<file path="config.mk">
export PLATFORM = sky130hd
export DESIGN_NAME = dac_ctrl_bank
export DESIGN_NICKNAME = d
export VERILOG_FILES = /design/src/rtl/dacb_pkg.sv /design/src/rtl/dacb_decode.sv /design/src/rtl/dacb_ctrl_regs.sv /design/src/rtl/dacb_channel.sv /design/src/rtl/dac_ctrl_bank.sv
export SDC_FILE = /design/constraint.sdc
export NUM_CORES = 1
export LEC_CHECK = 0
export BUFFER_PORTS_ARGS = -buffer_cell sky130_fd_sc_hd__buf_2
export CORE_MARGIN = 1
export CORE_UTILIZATION = 55
export CTS_CLUSTER_SIZE = 40
export DETAILED_ROUTE_END_ITERATION = 6
export PLACE_DENSITY = 0.88
export SETUP_SLACK_MARGIN = 0.2
export SYNTH_ARGS = -nofsm -noshare
export SYNTH_HDL_FRONTEND = slang
export SYNTH_SLANG_ARGS = --single-unit
</file>
<file path="constraint.sdc">
create_clock -name clk -period 1.7 [get_ports clk]
set_input_delay 0.17 -clock clk [delete_from_list [all_inputs] [get_ports clk]]
set_output_delay 0.17 -clock clk [all_outputs]
set_load 0.1 [all_outputs]
</file>
<file path="src/rtl/dacb_pkg.sv">
package dacb_pkg;

  localparam int ADDR_W = 4;
  localparam int DATA_W = 8;
  localparam int REF_W  = 2;

  typedef enum logic [ADDR_W-1:0] {
    AD_CODE0 = 4'h0,
    AD_CODE1 = 4'h1,
    AD_CODE2 = 4'h2,
    AD_CODE3 = 4'h3,
    AD_REFS  = 4'h8,
    AD_BYP   = 4'hA,
    AD_BUF   = 4'hB,
    AD_KEY   = 4'hC,
    AD_HOLD  = 4'hD
  } reg_addr_e;

  typedef enum logic [REF_W-1:0] {
    REF_GROUND = 2'b00,
    REF_SUPPLY = 2'b01,
    REF_HALF   = 2'b10,
    REF_EXTERN = 2'b11
  } ref_src_e;

  localparam logic [DATA_W-1:0] CLEAR_KEY = 8'hAA;

  typedef struct packed {
    logic refs_we;
    logic byp_we;
    logic buf_we;
    logic hold_we;
    logic clear;
  } ctl_strobe_t;

endpackage

</file>
<file path="src/rtl/dacb_decode.sv">
module dacb_decode
  import dacb_pkg::*;
#(
  parameter int NCH = 4
) (
  input  logic              wr_en,
  input  logic [ADDR_W-1:0] wr_addr,
  input  logic [DATA_W-1:0] wr_data,
  output logic [NCH-1:0]    code_we,
  output ctl_strobe_t       strobe
);

  // one code-register strobe per channel, at consecutive addresses from 0
  for (genvar g = 0; g < NCH; g++) begin : g_code_dec
    assign code_we[g] = wr_en && (wr_addr == ADDR_W'(g));
  end

  always_comb begin
    strobe         = '0;
    strobe.refs_we = wr_en && (wr_addr == AD_REFS);
    strobe.byp_we  = wr_en && (wr_addr == AD_BYP);
    strobe.buf_we  = wr_en && (wr_addr == AD_BUF);
    strobe.hold_we = wr_en && (wr_addr == AD_HOLD);
    // only the exact key value triggers the clear; any other byte is dropped
    strobe.clear   = wr_en && (wr_addr == AD_KEY) && (wr_data == CLEAR_KEY);
  end

endmodule

</file>
<file path="src/rtl/dacb_ctrl_regs.sv">
module dacb_ctrl_regs
  import dacb_pkg::*;
#(
  parameter int NCH = 4
) (
  input  logic               clk,
  input  logic               rst,
  input  ctl_strobe_t        strobe,
  input  logic [DATA_W-1:0]  wr_data,
  output logic [NCH*REF_W-1:0] refs_q,
  output logic [NCH-1:0]     byp_q,
  output logic [NCH-1:0]     buf_q,
  output logic [NCH-1:0]     hold_q
);

  localparam int REFS_BITS = NCH * REF_W;

  always_ff @(posedge clk) begin
    if (rst || strobe.clear) begin
      refs_q <= '0;
      byp_q  <= '0;
      buf_q  <= '0;
      hold_q <= '0;
    end else begin
      if (strobe.refs_we) refs_q <= wr_data[REFS_BITS-1:0];
      // nibble registers: only one bit per channel is kept
      if (strobe.byp_we)  byp_q  <= wr_data[NCH-1:0];
      if (strobe.buf_we)  buf_q  <= wr_data[NCH-1:0];
      if (strobe.hold_we) hold_q <= wr_data[NCH-1:0];
    end
  end

endmodule

</file>
<file path="src/rtl/dacb_channel.sv">
module dacb_channel
  import dacb_pkg::*;
(
  input  logic              clk,
  input  logic              rst,
  input  logic              clear,
  input  logic              code_we,
  input  logic [DATA_W-1:0] wr_data,
  input  logic              hold,
  output logic [DATA_W-1:0] code_q,
  output logic [DATA_W-1:0] applied_q
);

  logic [DATA_W-1:0] code_next;

  assign code_next = code_we ? wr_data : code_q;

  always_ff @(posedge clk) begin
    if (rst || clear) begin
      code_q    <= '0;
      applied_q <= '0;
    end else begin
      code_q <= code_next;
      // a released latch passes the value the register takes at this edge
      if (!hold) applied_q <= code_next;
    end
  end

endmodule

</file>
<file path="src/rtl/dac_ctrl_bank.sv">
module dac_ctrl_bank
  import dacb_pkg::*;
#(
  parameter int NCH = 4
) (
  input  logic                  clk,
  input  logic                  rst,
  input  logic                  wr_en,
  input  logic [ADDR_W-1:0]     wr_addr,
  input  logic [DATA_W-1:0]     wr_data,
  output logic [NCH*DATA_W-1:0] code_out,
  output logic [NCH*REF_W-1:0]  ref_sel,
  output logic [NCH-1:0]        bypass,
  output logic [NCH-1:0]        buf_en
);

  localparam int CODE_BITS = NCH * DATA_W;

  logic [NCH-1:0]       code_we;
  ctl_strobe_t          strobe;
  logic [NCH-1:0]       hold_q;
  logic [CODE_BITS-1:0] code_reg;

  dacb_decode #(.NCH(NCH)) u_decode (
    .wr_en   (wr_en),
    .wr_addr (wr_addr),
    .wr_data (wr_data),
    .code_we (code_we),
    .strobe  (strobe)
  );

  dacb_ctrl_regs #(.NCH(NCH)) u_ctrl (
    .clk     (clk),
    .rst     (rst),
    .strobe  (strobe),
    .wr_data (wr_data),
    .refs_q  (ref_sel),
    .byp_q   (bypass),
    .buf_q   (buf_en),
    .hold_q  (hold_q)
  );

  for (genvar g = 0; g < NCH; g++) begin : g_chan
    dacb_channel u_chan (
      .clk       (clk),
      .rst       (rst),
      .clear     (strobe.clear),
      .code_we   (code_we[g]),
      .wr_data   (wr_data),
      .hold      (hold_q[g]),
      .code_q    (code_reg[g*DATA_W +: DATA_W]),
      .applied_q (code_out[g*DATA_W +: DATA_W])
    );
  end

endmodule

</file>
==> qor.csv <==
stage;metric;value;unit
status;status;complete, no violations;
power_and_ir_drop;p_clk_frac;0.411;
clock_network;numClockSinks;84;
synthesis;synth_nets;421;
clock_network;cts_buffers;9;
synthesis;synth-seq-cells;84;
clock_network;cts_buffer_depth;2;
power_and_ir_drop;ir_drop;0.460;mV
power_and_ir_drop;combPwrFrac;0.103;
power_and_ir_drop;powerDensity;1010;nW/um^2
sta;slew-limit-headroom;0.611;
setup_path;cpMaxStageDelayCell;or3b_1;
sta;tightest_slew;0.583;ns
die;fp.dieH;81.2;um
clock_network;insertion_delay;0.35;ns
sta;fin_tns_setup;0;ns
setup_path;worstPathMaxFanout;16;
final_layout;drive_gt1_frac;0.221;
synthesis;ys_seq_area_frac;0.488;
synthesis;netlist_area;3450;um^2
power_and_ir_drop;power_leakage;1.54;nW
final_layout;fin_cells;531;
clock_network;cts_tree;built;
synthesis;synth-main-ff-cell;dfxtp_1;
setup_path;crit_required;1.90;ns
synthesis;synth_edf_count;0;
clock_network;holdBufCountCts;0;
setup_path;cp_top_family;simple AND/OR/NAND/NOR gates;
final_layout;layout.nets;466;
global_routing;grt_pass1_vias;2970;
final_layout;n_antenna_cell;0;
setup_path;cp_cell_sequence;buf_2, or3b_1, o21ai_0, a311oi_1;
route;num_vias;3368;
route;avgRoutedWirePerCell;16.9;um
route;first_pass_iters;4;
sta;finalCritPeriodShare;0.775;
final_layout;fill_cells;471;
clock_network;cts_setup_buffers;0;
die;ios;63;
clock_network;ctsResizeCount;0;
route;vias_per_cell;6.34;
final_layout;syn2layout_area_growth;18.5;%
place;port-buffer-count;62;
setup_path;critPathKind;in2reg;
route;drcViolationCount;0;
sta;fin_crit;1.32;ns
synthesis;synth.area.top_cells;dfxtp_1 49%, nand3_1 8.9%, a21oi_1 8.7%;
sta;timing.hold.ws;0.167;ns
flow_run;cap_violations;0;
power_and_ir_drop;power.switching;1.07;mW
sta;rsz0062_at_grt;false;
clock_network;cts_htree_levels;3;
power_and_ir_drop;p_sw_frac;0.258;
place;dp_hpwl;5610;um
global_routing;grt_max_degree;51;
global_routing;grt_pass1_wl;14600;um
route;drt_first_iter_violations;349;
synthesis;yosysWarnings;0;
setup_path;critPathBufInv;1;
synthesis;synth_top_area_cell;dfxtp_1;
synthesis;yosysUniqueCellTypes;29;
global_routing;overflow;0;
sta;maxSlewViolCount;0;
sta;max_freq;0.759;GHz
power_and_ir_drop;seqPwrFrac;0.486;
power_and_ir_drop;p_int;3.06;mW
die;die_w;81.2;um
setup_path;crit_arrival;1.52;ns
synthesis;ys_top_cells_by_count;84 x dfxtp_1, 61 x nand3_1, 60 x a21oi_1, 49 x o21ai_0, 26 x clkbuf_1;
sta;setup_violations;0;
worst_hold_path;hold_path.class;in2reg;
global_routing;antenna_found_initial;0;
die;rows;28;
route;routed_wl;8990;um
global_routing;track_usage;0.292;
sta;finClkSkew;0.00523;ns
place;gp_congestion;0.792;
synthesis;avgSynthCellArea;8.49;um^2
clock_network;cts_root_buf;clkbuf_8;
synthesis;syn_inst;406;
die;die-area;6590;um^2
clock_network;clk_pin_slew;0.08;ns
die;core;5990;um^2
sta;finalHoldViolCount;0;
route;ant_nets;0;
synthesis;yosysMostFrequentCell;dfxtp_1;
synthesis;synth_top_area_share;0.488;
setup_path;startpoint_type;input port;
setup_path;max_stage_delay;0.65;ns
die;initial_core_util;0.576;
synthesis;async_flop_share;0;
place;dp.cells;515;
setup_path;critPathCaptureType;flip-flop;
## layer usage
| metal | GRT usage | vias to the layer above | wire length [um] |
|---|---|---|---|
| met4 | 0.120 | 0 | 197 |
| li1 | - | 1586 | - |
| met1 | 0.392 | 1590 | 3730 |
| met3 | 0.0539 | 21 | 824 |
| met2 | 0.461 | 171 | 4250 |
| met5 | 0 | - | 0 |
## final timing paths
check                              from                       endpoint  slack (ns)  cells after the start
max reg2reg            u_ctrl.hold_q[3]  g_chan[3].u_chan.applied_q[1]        0.50                      3
max                          wr_addr[3]  g_chan[1].u_chan.applied_q[4]        0.38                      4
min reg2reg  g_chan[2].u_chan.code_q[1]     g_chan[2].u_chan.code_q[1]        0.47                      2
min                          wr_data[5]     g_chan[2].u_chan.code_q[5]        0.17                      3
## state kept, by name (all words and copies together) (netlist names)
register	flops
u_ctrl.byp_q	4
u_ctrl.hold_q	4
g_chan.u_chan.applied_q	32
u_ctrl.buf_q	4
g_chan.u_chan.code_q	32
u_ctrl.refs_q	8
## kinds of logic (layout without fill, tap and decap cells)
logic type,count (synthesis),in the layout,synth area share
flops,84,84,0.488
simple gates,111,111,0.180
compound gates,161,161,0.270
buf+inv,50,100,0.0620
## through the flow
stage                     total power [mW]  utilization  instance area (um^2)  worst slack [ns]
final                                 4.13        0.682                  4090             0.383
after detailed placement              2.47        0.642                  3850            0.0957
after global routing                  4.24        0.682                  4090             0.306
after floorplan                       2.36            -                  3450             0.321
after CTS                             4.13        0.682                  4090             0.375
after global placement                2.47        0.642                  3850             0.148
## worst min-delay path, stage by stage
cell     delay (ns)
buf_2          0.16
nand3_1        0.08
a21oi_1        0.05
## cell usage in the layout (no fill, tap or decap), types with 3 or more instances in the layout
cell type / synthesis / routed
a21oi_1: 60 / 60
clkbuf_8: 0 / 9
buf_2: 17 / 62
a311oi_1: 16 / 16
buf_12: 0 / 3
nand3_1: 61 / 61
a32oi_1: 8 / 8
dfxtp_1: 84 / 84
buf_4: 1 / 16
nor2b_1: 10 / 10
nor2_1: 19 / 19
a22oi_1: 8 / 8
a31oi_1: 8 / 8
o21ai_0: 49 / 49
nand3b_1: 9 / 9
inv_1: 3 / 3
bufinv_16: 0 / 3
o21ai_1: 11 / 11
## power by group through the flow
| stage | clock network, mW | logic, mW | registers [mW] |
|---|---|---|---|
| finish | 1.70 | 0.426 | 2.01 |
| global route | 1.77 | 0.451 | 2.01 |
| global placement | 0 | 0.413 | 2.05 |
| CTS | 1.70 | 0.421 | 2.01 |
| detailed placement | 0 | 0.419 | 2.05 |
| floorplan | 0 | 0.177 | 2.18 |
## final cells by class
class                      instances  area, um^2  area share
timing repair buffer              81         490       0.120
sequential                        84        1680       0.412
tap                               75        93.8      0.0230
clock buffer                       9         124      0.0303
multi-input combinational        272        1570       0.384
clock inverter                     7         115      0.0282
inverter                           3        11.3     0.00276
(Power assumes the default switching activity.)
